==> config.mk <==
export PLATFORM = sky130hd
export DESIGN_NAME = src_throttle_ctl
export DESIGN_NICKNAME = d
export VERILOG_FILES = /design/src/rtl/fst_pkg.sv /design/src/rtl/fst_wscale.sv /design/src/rtl/fst_argsel.sv /design/src/rtl/fst_lane.sv /design/src/rtl/src_throttle_ctl.sv
export SDC_FILE = /design/constraint.sdc
export NUM_CORES = 2
export LEC_CHECK = 0
export ABC_AREA = 0
export CAP_MARGIN = 20
export CORE_MARGIN = 2
export CORE_UTILIZATION = 50
export DETAILED_ROUTE_END_ITERATION = 10
export PLACE_DENSITY = 0.71
export SYNTH_ARGS = -nofsm -noshare
export SYNTH_HDL_FRONTEND = slang
export SYNTH_SLANG_ARGS = --single-unit
==> constraint.sdc <==
create_clock -name clk_i -period 30.5 [get_ports clk_i]
set_clock_uncertainty 0.15 [all_clocks]
set_input_delay 7.625 -clock clk_i [delete_from_list [all_inputs] [get_ports clk_i]]
set_output_delay 7.625 -clock clk_i [all_outputs]
set_load 0.005 [all_outputs]
==> src/rtl/fst_pkg.sv <==
package fst_pkg;

   typedef enum logic [1:0] {
      FST_RATIO   = 2'd0,
      FST_MAXSD   = 2'd1,
      FST_PERCORE = 2'd2,
      FST_HOLD    = 2'd3
   } fst_mode_e;

   // Outstanding-miss allowance for a level: linear low end, x1.5/x2 steps above.
   function automatic int unsigned fst_limit(input int unsigned lvl);
      if (lvl < 4) return lvl + 1;
      return (2 + (lvl & 1)) << (lvl >> 1);
   endfunction

endpackage

==> src/rtl/fst_wscale.sv <==
module fst_wscale #(
   parameter int SD_W    = 16,
   parameter int WT_W    = 8,
   parameter int WT_FRAC = 4,
   localparam int OW     = SD_W + WT_W - WT_FRAC
) (
   input  logic [SD_W-1:0] sd_i,
   input  logic [WT_W-1:0] wt_i,
   output logic [OW-1:0]   wsd_o
);
   localparam int PW = SD_W + WT_W;
   logic [PW-1:0] prod;

   always_comb begin
      prod  = PW'(sd_i) * PW'(wt_i);
      wsd_o = prod[PW-1:WT_FRAC];
   end
endmodule

==> src/rtl/fst_argsel.sv <==
module fst_argsel #(
   parameter int N        = 4,
   parameter int W        = 16,
   parameter bit PICK_MIN = 1'b0,
   localparam int IDX_W   = (N > 1) ? $clog2(N) : 1
) (
   input  logic [N*W-1:0] val_i,
   input  logic [N-1:0]   excl_i,
   output logic [IDX_W-1:0] idx_o
);
   logic [N-1:0] better;
   logic [W-1:0] best_v [N+1];
   logic [IDX_W-1:0] best_i [N+1];
   logic         found  [N+1];

   assign best_v[0] = '0;
   assign best_i[0] = '0;
   assign found[0]  = 1'b0;

   for (genvar i = 0; i < N; i++) begin : g_scan
      logic [W-1:0] v;
      assign v = val_i[i*W +: W];
      if (PICK_MIN) begin : g_min
         assign better[i] = !excl_i[i] && (!found[i] || (v < best_v[i]));
      end else begin : g_max
         assign better[i] = !excl_i[i] && (!found[i] || (v > best_v[i]));
      end
      assign best_v[i+1] = better[i] ? v : best_v[i];
      assign best_i[i+1] = better[i] ? IDX_W'(i) : best_i[i];
      assign found[i+1]  = found[i] | better[i];
   end

   assign idx_o = best_i[N];
endmodule

==> src/rtl/fst_lane.sv <==
module fst_lane
   import fst_pkg::*;
#(
   parameter int LVL_W = 3,
   parameter int OUT_W = 5,
   localparam int LVL_MAX = (1 << LVL_W) - 1
) (
   input  logic             clk_i,
   input  logic             rst_ni,
   input  logic             up_i,
   input  logic             dn_i,
   output logic [LVL_W-1:0] level_o,
   output logic [OUT_W-1:0] limit_o,
   output logic [LVL_W-1:0] gap_o
);
   logic [LVL_W-1:0] level_q;

   always_ff @(posedge clk_i) begin
      if (!rst_ni) begin
         level_q <= LVL_W'(LVL_MAX);
      end else if (up_i && (level_q != LVL_W'(LVL_MAX))) begin
         level_q <= level_q + 1'b1;
      end else if (dn_i && (level_q != '0)) begin
         level_q <= level_q - 1'b1;
      end
   end

   always_comb begin
      level_o = level_q;
      limit_o = OUT_W'(fst_limit(int'(level_q)));
      gap_o   = LVL_W'(LVL_MAX) - level_q;
   end
endmodule

==> src/rtl/src_throttle_ctl.sv <==
module src_throttle_ctl
   import fst_pkg::*;
#(
   parameter int NCORES   = 4,
   parameter int SD_W     = 16,
   parameter int SD_FRAC  = 8,
   parameter int WT_W     = 8,
   parameter int WT_FRAC  = 4,
   parameter int IC_W     = 8,
   parameter int LVL_W    = 3,
   parameter int OUT_W    = 5,
   parameter int INTERVAL = 1024
) (
   input  logic                        clk_i,
   input  logic                        rst_ni,
   input  logic [1:0]                  mode_i,
   input  logic [SD_W-1:0]             sys_tgt_i,
   input  logic [NCORES*SD_W-1:0]      core_tgt_i,
   input  logic [NCORES*SD_W-1:0]      slowdown_i,
   input  logic [NCORES*WT_W-1:0]      weight_i,
   input  logic [NCORES*NCORES*IC_W-1:0] intf_cnt_i,
   output logic                        eval_strobe_o,
   output logic [NCORES*LVL_W-1:0]     level_o,
   output logic [NCORES*OUT_W-1:0]     miss_limit_o,
   output logic [NCORES*LVL_W-1:0]     inj_gap_o
);
   localparam int IDX_W   = $clog2(NCORES);
   localparam int WSD_W   = SD_W + WT_W - WT_FRAC;
   localparam int CMP_W   = SD_W + WSD_W + SD_FRAC;
   localparam int ROW_W   = NCORES * IC_W;
   localparam int CNT_W   = $clog2(INTERVAL);
   localparam int LVL_MAX = (1 << LVL_W) - 1;

   // Elaboration-time parameter checks
   if (NCORES < 2) begin : g_bad_cores
      $error("src_throttle_ctl: NCORES must be at least 2");
   end
   if (INTERVAL < 2) begin : g_bad_interval
      $error("src_throttle_ctl: INTERVAL must be at least 2");
   end
   if (WT_FRAC > WT_W) begin : g_bad_wt
      $error("src_throttle_ctl: WT_FRAC exceeds WT_W");
   end
   if (SD_FRAC >= SD_W) begin : g_bad_sd
      $error("src_throttle_ctl: SD_FRAC must be below SD_W");
   end
   if (fst_limit(LVL_MAX) >= (1 << OUT_W)) begin : g_bad_out
      $error("src_throttle_ctl: OUT_W too narrow for the top level's miss limit");
   end

   // Interval timer
   logic [CNT_W-1:0] cnt_q;
   logic             eval_now;
   logic             strobe_q;

   assign eval_now = (cnt_q == CNT_W'(INTERVAL - 1));

   always_ff @(posedge clk_i) begin
      if (!rst_ni) begin
         cnt_q    <= '0;
         strobe_q <= 1'b0;
      end else begin
         cnt_q    <= eval_now ? '0 : cnt_q + 1'b1;
         strobe_q <= eval_now;
      end
   end
   assign eval_strobe_o = strobe_q;

   // Weighted slowdowns
   logic [NCORES*WSD_W-1:0] wsd_flat;
   logic [NCORES-1:0]       over_own;

   for (genvar c = 0; c < NCORES; c++) begin : g_core
      logic [WSD_W-1:0] w;
      fst_wscale #(.SD_W(SD_W), .WT_W(WT_W), .WT_FRAC(WT_FRAC)) u_scale (
         .sd_i  (slowdown_i[c*SD_W +: SD_W]),
         .wt_i  (weight_i[c*WT_W +: WT_W]),
         .wsd_o (w)
      );
      assign wsd_flat[c*WSD_W +: WSD_W] = w;
      assign over_own[c] = (w > WSD_W'(core_tgt_i[c*SD_W +: SD_W]));
   end

   // Slowest and least-slowed cores
   logic [IDX_W-1:0] slow_idx, fast_idx, intf_idx;

   fst_argsel #(.N(NCORES), .W(WSD_W), .PICK_MIN(1'b0)) u_slowest (
      .val_i (wsd_flat),
      .excl_i('0),
      .idx_o (slow_idx)
   );

   fst_argsel #(.N(NCORES), .W(WSD_W), .PICK_MIN(1'b1)) u_fastest (
      .val_i (wsd_flat),
      .excl_i('0),
      .idx_o (fast_idx)
   );

   logic [WSD_W-1:0]  max_w, min_w;
   logic [ROW_W-1:0]  victim_row;
   logic [NCORES-1:0] self_mask;

   always_comb begin
      max_w      = '0;
      min_w      = '0;
      victim_row = '0;
      self_mask  = '0;
      for (int c = 0; c < NCORES; c++) begin
         if (slow_idx == IDX_W'(c)) begin
            max_w        = wsd_flat[c*WSD_W +: WSD_W];
            victim_row   = intf_cnt_i[c*ROW_W +: ROW_W];
            self_mask[c] = 1'b1;
         end
         if (fast_idx == IDX_W'(c)) begin
            min_w = wsd_flat[c*WSD_W +: WSD_W];
         end
      end
   end

   // Core that hurt the slowest one most
   fst_argsel #(.N(NCORES), .W(IC_W), .PICK_MIN(1'b0)) u_interferer (
      .val_i (victim_row),
      .excl_i(self_mask),
      .idx_o (intf_idx)
   );

   // Fairness test
   logic [CMP_W-1:0] ratio_lhs, ratio_rhs;
   logic             unfair;

   always_comb begin
      ratio_lhs = CMP_W'(max_w) << SD_FRAC;
      ratio_rhs = CMP_W'(sys_tgt_i) * CMP_W'(min_w);
      unique case (fst_mode_e'(mode_i))
         FST_RATIO:   unfair = (ratio_lhs > ratio_rhs);
         FST_MAXSD:   unfair = (max_w > WSD_W'(sys_tgt_i));
         FST_PERCORE: unfair = |over_own;
         default:     unfair = 1'b0;
      endcase
   end

   // Per-core throttle state
   for (genvar c = 0; c < NCORES; c++) begin : g_lane
      logic up, dn;
      assign up = eval_now && unfair && (slow_idx == IDX_W'(c));
      assign dn = eval_now && unfair && (intf_idx == IDX_W'(c));
      fst_lane #(.LVL_W(LVL_W), .OUT_W(OUT_W)) u_lane (
         .clk_i  (clk_i),
         .rst_ni (rst_ni),
         .up_i   (up),
         .dn_i   (dn),
         .level_o(level_o[c*LVL_W +: LVL_W]),
         .limit_o(miss_limit_o[c*OUT_W +: OUT_W]),
         .gap_o  (inj_gap_o[c*LVL_W +: LVL_W])
      );
   end
endmodule

======== Word level (Yosys, flattened, before mapping) ========
Index checks and enable logic that the tools add are counted.
storage, ports and cells
  flip-flop bits (word level) ............. 23
  bits in latches ......................... 0
  memory bits (writable) .................. 0
  ROM bits ................................ 0
  output and inout port bits .............. 45
  logic and storage cells ................. 170
  memories ................................ 0
operators by class
  $add $sub $neg .......................... 21
  multipliers ............................. 5
  div/mod/pow operators ................... 0
  order comparisons ....................... 19
  equality and inequality tests ........... 16
  shift operators ......................... 4
  muxes and demuxes ....................... 53
  bitwise operators ....................... 3
  reduce and logical (&&, ||, !) cells .... 43
operators with widths
  cell                   count
  $mux W20               12
  $mux W32               4
  $shl A32 B2 Y5         4
  $gt A20 B16 Y1         5
  $mul A16 B8 Y24        4
  $gt A20 B20 Y1         3
  $lt A20 B20 Y1         3
  $gt A28 B36 Y1         1
  $mul A16 B20 Y36       1
  $gt A8 B8 Y1           3
  $mux W3                8
  $mux W8                3
  $logic_and A1 B1 Y1    20
  $mux W5                4
  $add A3 B1 Y4 const B  4
  $mux W4                4
  $eq A2 B2 Y1 const B   7
  $add A2 B1 Y3 const A  4
  $add A3 B1 Y3 const B  4
  $lt A3 B3 Y1 const B   4
  $mux W2                6
  $ne A3 B3 Y1 const B   4
  $reduce_bool A3 Y1     4
  $sub A3 B1 Y3 const B  4
  14 further kinds       44

======== Depth between registers and ports, before layout ========
  depth in word-level cells ............... 30
  depth in mapped cells ................... 97

======== Hierarchy ========
Synthesis repeated with hierarchy kept, for this count alone.
second synthesis, totals
  cell total of the unflattened synthesis .. 4,532
  area total of the unflattened synthesis .. 38,212.9 um2
modules (own cells, without submodules)
  module                               instances  cells an instance  area an instance (um2)
  src_throttle_ctl                     1          1,763              15,372.2
  fst_wscale at g_core[0].u_scale ...  3          468                4,048.9
  fst_wscale at g_core[3].u_scale      1          479                4,078.9
  fst_argsel at u_slowest              1          369                2,601.2
  fst_argsel at u_fastest              1          274                2,077.0
  fst_lane                             4          34                 276.5
  fst_argsel at u_interferer           1          107                830.8

======== Least setup slack after synthesis ========
Ideal clock, no wire load.
  path type ............................... input port to flip-flop
  start point ............................. input port weight_i[2]
  end point ............................... register g_lane[1].u_lane.level_q[2]
  data arrival time ....................... 25.910 ns
  setup slack ............................. 4.316 ns
  stages on the path ...................... 92
  cells stage by stage .................... clkbuf_1 nand2_1 fa_1 fa_1 inv_1 fa_1 inv_1 fa_1 inv_1 ha_1 clkbuf_1 a211o_1 a31oi_1 o21bai_1 a21oi_1 o21ai_0 a31oi_1 xnor2_1 (+56 left out) ha_1 a21oi_1 nor2b_1 o211ai_1 a31oi_1 a211oi_1 a2111oi_0 o2111ai_1 a311oi_1 a21oi_1 a21oi_1 nand2_1 fa_1 inv_1 o2111a_1 a21oi_1 nor4_1 mux2_1
on the way
  word-level cells in the longest chain between the ends .. 29
  elaborated cells between the ends (all ways) .. 78
  those cells by class .................... 2 x mul; 12 x order compare; 7 x eq/ne; 34 x mux; 2 x bitwise; 21 x reduce/logical
ends and longest elaborated chain
  what                                                       RTL line                RTL
  start: declaration                                         src_throttle_ctl.sv:20  input logic [NCORES*WT_W-1:0] weight_i,
  $mul A16 B8 Y24 *                                          fst_wscale.sv:15        prod = PW'(sd_i) * PW'(wt_i);
  branches (longest 28 deep; another with $mul A16 B20 Y36)  --
  end signal: assignment                                     fst_lane.sv:20          level_q <= LVL_W'(LVL_MAX);
  end signal: assignment                                     fst_lane.sv:22          level_q <= level_q + 1'b1;
  end signal: assignment                                     fst_lane.sv:24          level_q <= level_q - 1'b1;
  end: declaration                                           fst_lane.sv:16          logic [LVL_W-1:0] level_q;
Every way passes the cells marked *.
A chain may end at the register's enable or synchronous reset.

======== Final worst setup path ========
  start point ............................. input port slowdown_i[5]
  end point ............................... register g_lane[1].u_lane.level_q[2]
on the way
  word-level cells in the longest chain between the ends .. 29
  elaborated cells between the ends (all ways) .. 78
  those cells by class .................... 2 x mul; 12 x order compare; 7 x eq/ne; 34 x mux; 2 x bitwise; 21 x reduce/logical
ends and longest elaborated chain
  what                                                       RTL line                RTL
  start: declaration                                         src_throttle_ctl.sv:19  input logic [NCORES*SD_W-1:0] slowdown_i,
  $mul A16 B8 Y24 *                                          fst_wscale.sv:15
  branches (longest 28 deep; another with $mul A16 B20 Y36)  --
Marks and branches as above.

==> impl_results.md <==
* Status: finished clean
* Core area at slightly above 70000 µm²
* Required @ worst endpoint at slightly above 30 ns
* Max-slew headroom at 28.4%
* Root buffer cell: clkbuf_16
* DRC Markers at 0
* WS Path Type: input pin to flip-flop
* Reg clk slew, reported paths at around 0.060 ns
* Leading area contributor after synthesis: fa_1
* Max Fclk at approximately 35 MHz
* Via density per instance at 5.59
* CP dominant cell by count: fa_1
* Critical path's top delay family: adder cells
* Cts bufs inserted at 3
* Initial DRT Pass Iterations at 6
* Critical Path Sink Type: flip-flop
* Number of DRC markers in iteration 0 at around 2300
* Area after DPL at 40200 µm²
* Final HPWL DP at 87.0 mm
* Clock Path Buffers at 2
* Slowest stage cell on the critical path: clkdlybuf4s50_1
* Final worst path period share at 94.7%
* Largest net degree at the start of global routing at 80
* Max-cap violations at 0
* Hold Path Cell Cnt at 1
* Synth Cell Area at between 30000 and 40000 µm²
* Avg Synthesized Cell Area at ~8.3 µm²
* FF-to-FF path depth at 19
* Cells after DPL at 5533
* Final hold vios at 0
* Mapped Cells at 4330
* Crit path depth at 85
* CTS H-Tree Depth at 1
* Row Count at 98
* I/O Pins at 353
* IO Port Bufs at 344
* Grt total ovfl at 0
* Buffers and inverters on the worst path at 13
* Final setup fails at 0
* Post-CTS Setup Bufs at 0
* Initial Util at 50.3%
* Top post-synthesis cells by area: fa_1, ha_1, inv_1
* Slew @ Worst Pin at approximately 1.1 ns
* Die Wd at between 200 and 300 µm
* Clk_lat worst skew at between 0.2 and 0.3 ns
* Top-count cell post-synth: inv_1
* Ys Warns at 0
* Via count at roughly 31000
* Synth cell count leaders: inv_1, fa_1, nand2_1
* CP Max Fanout at 19
* CTS tree: done
* Final instance area at 40400 µm²
* Remaining antenna violation count at 0
* Final #Nets at 5993
* Sequential-to-total area share from yosys stat at 1.28%
* Async SR Flop Fraction at 0%
* Global-route wire length before repair at 168 mm
* Final slew viol count at 0
* Crit path DAT at 28.86 ns
* Share of cells above drive strength 1 at 2.86%
* CP peak stage delay at about 0.65 ns
* Drt total wl at 103 mm
* Clock sinks at 23
* Hold Path Class: flip-flop to flip-flop
* Crit start category: input pin
* Share of Yosys cell area claimed by the top area cell type at 32.9%
* RSZ-0062 raised after global routing: false
* Final Non-Filler Cells at about 5500
* GP Congestion at 0.950
* Synth Register Bits at 23
* Synth unique cells at 91
* P&R area growth vs syn at 12.7%
* Initial antenna violation count at 2
* Total track usage at between 20% and 30%
* Net Count, Synth at roughly 5700
* Most used flip-flop cell after synthesis: dfxtp_1
* Min Clock Period, post-route at about 29 ns
* Detailed-route wire length per cell at roughly 19 µm
* Vias in the first global route at about 31000
* Die Height at 272 µm
* CTS Hold Buffers Added at 0
* DIE AREA at 73900 µm²
* Setup_tns at 0 ns
* Post-synth EDFFs at 0
registers in the layout, summed over array words and instances (netlist names):
name                   cells
g_lane.u_lane.level_o     12
eval_strobe_o              1
cnt_q                     10
path summary, 6_finish.rpt:
path / from / endpoint / slack, ns
worst max-delay path: slowdown_i[5] / g_lane[1].u_lane.level_o[2] / 1.63
worst min-delay path: cnt_q[0] / cnt_q[0] / 0.32
worst max register to register: cnt_q[0] / g_lane[1].u_lane.level_o[2] / 25.86
worst min register to register: cnt_q[0] / cnt_q[0] / 0.32
stage by stage:
stage	utilization (%)	hold slack [ns]	setup WS, ns
floorplan	-	0.276	4.32
global placement	56.5	0.294	0.768
detailed placement	56.5	0.308	0.541
CTS	56.6	0.319	0.736
global route	56.7	0.332	0.0551
finish	56.7	0.320	1.63
cell type report:
cell class,instances,area (µm²)
Tap cell,950,1190
Fill cell,6486,30800
Inverter,798,3000
Timing Repair Buffer,388,3780
Multi-Input combinational cell,3374,31900
Clock inverter,1,5.00
Sequential cell,23,460
Clock buffer,3,75.1
Antenna cell,1,2.50
worst reg2reg max path, cell delays in order, from the launching register on:
cell and delay [ns]:
dfxtp_1 0.38, ha_1 0.20, nand3_1 0.12, nor2_1 0.17, and3_1 0.21, nand3_1 0.23, a311oi_1 0.27, nand4_1 0.14
a2111oi_0 0.36, o2111ai_1 0.17, a311oi_1 0.32, a21oi_1 0.18, a21oi_2 0.28, nand2_1 0.11, fa_1 0.39, inv_1 0.06
o2111a_1 0.16, a21oi_1 0.05, nor4_1 0.21, mux2_1 0.36
layout by cell type (no fill, tap or decap), types with 61 or more instances in the layout:
cell type          n
inv_1            797
fa_1             590
nand2_1          526
ha_1             507
and2_1           408
clkdlybuf4s50_1  341
a21oi_1          187
nor2_1           182
o21ai_0          113
a21o_1           109
mux2i_1           92
xnor2_1           61
cells by family (layout without fill, tap and decap cells):
group | Yosys count | in the layout | synth area share [%]
mux | 150 | 150 | 4.62
flops | 23 | 23 | 1.28
compound gates | 641 | 641 | 11.6
simple gates | 1382 | 1382 | 19.3
other cells | 0 | 1 | 0
xor+xnor | 104 | 104 | 2.58
fa+ha+maj | 1097 | 1097 | 50.6
buf+inv | 933 | 1190 | 10.0
per-layer routing:
layer | global-route usage [%] | part of all wire (%)
met1 | 40.2 | 44
met2 | 46.2 | 46
met3 | 2.96 | 7.2
met4 | 6.62 | 2.8
met5 | 0 | 0.013
timing repair:
action / in CTS / in global routing
setup endpoints to repair: 0 / 12
endpoints found under the hold margin: 0 / 0
resized for setup: 0 / 12
Power is not shown: default switching activity piles up to over one toggle a cycle in this logic, so the estimate is an artifact.
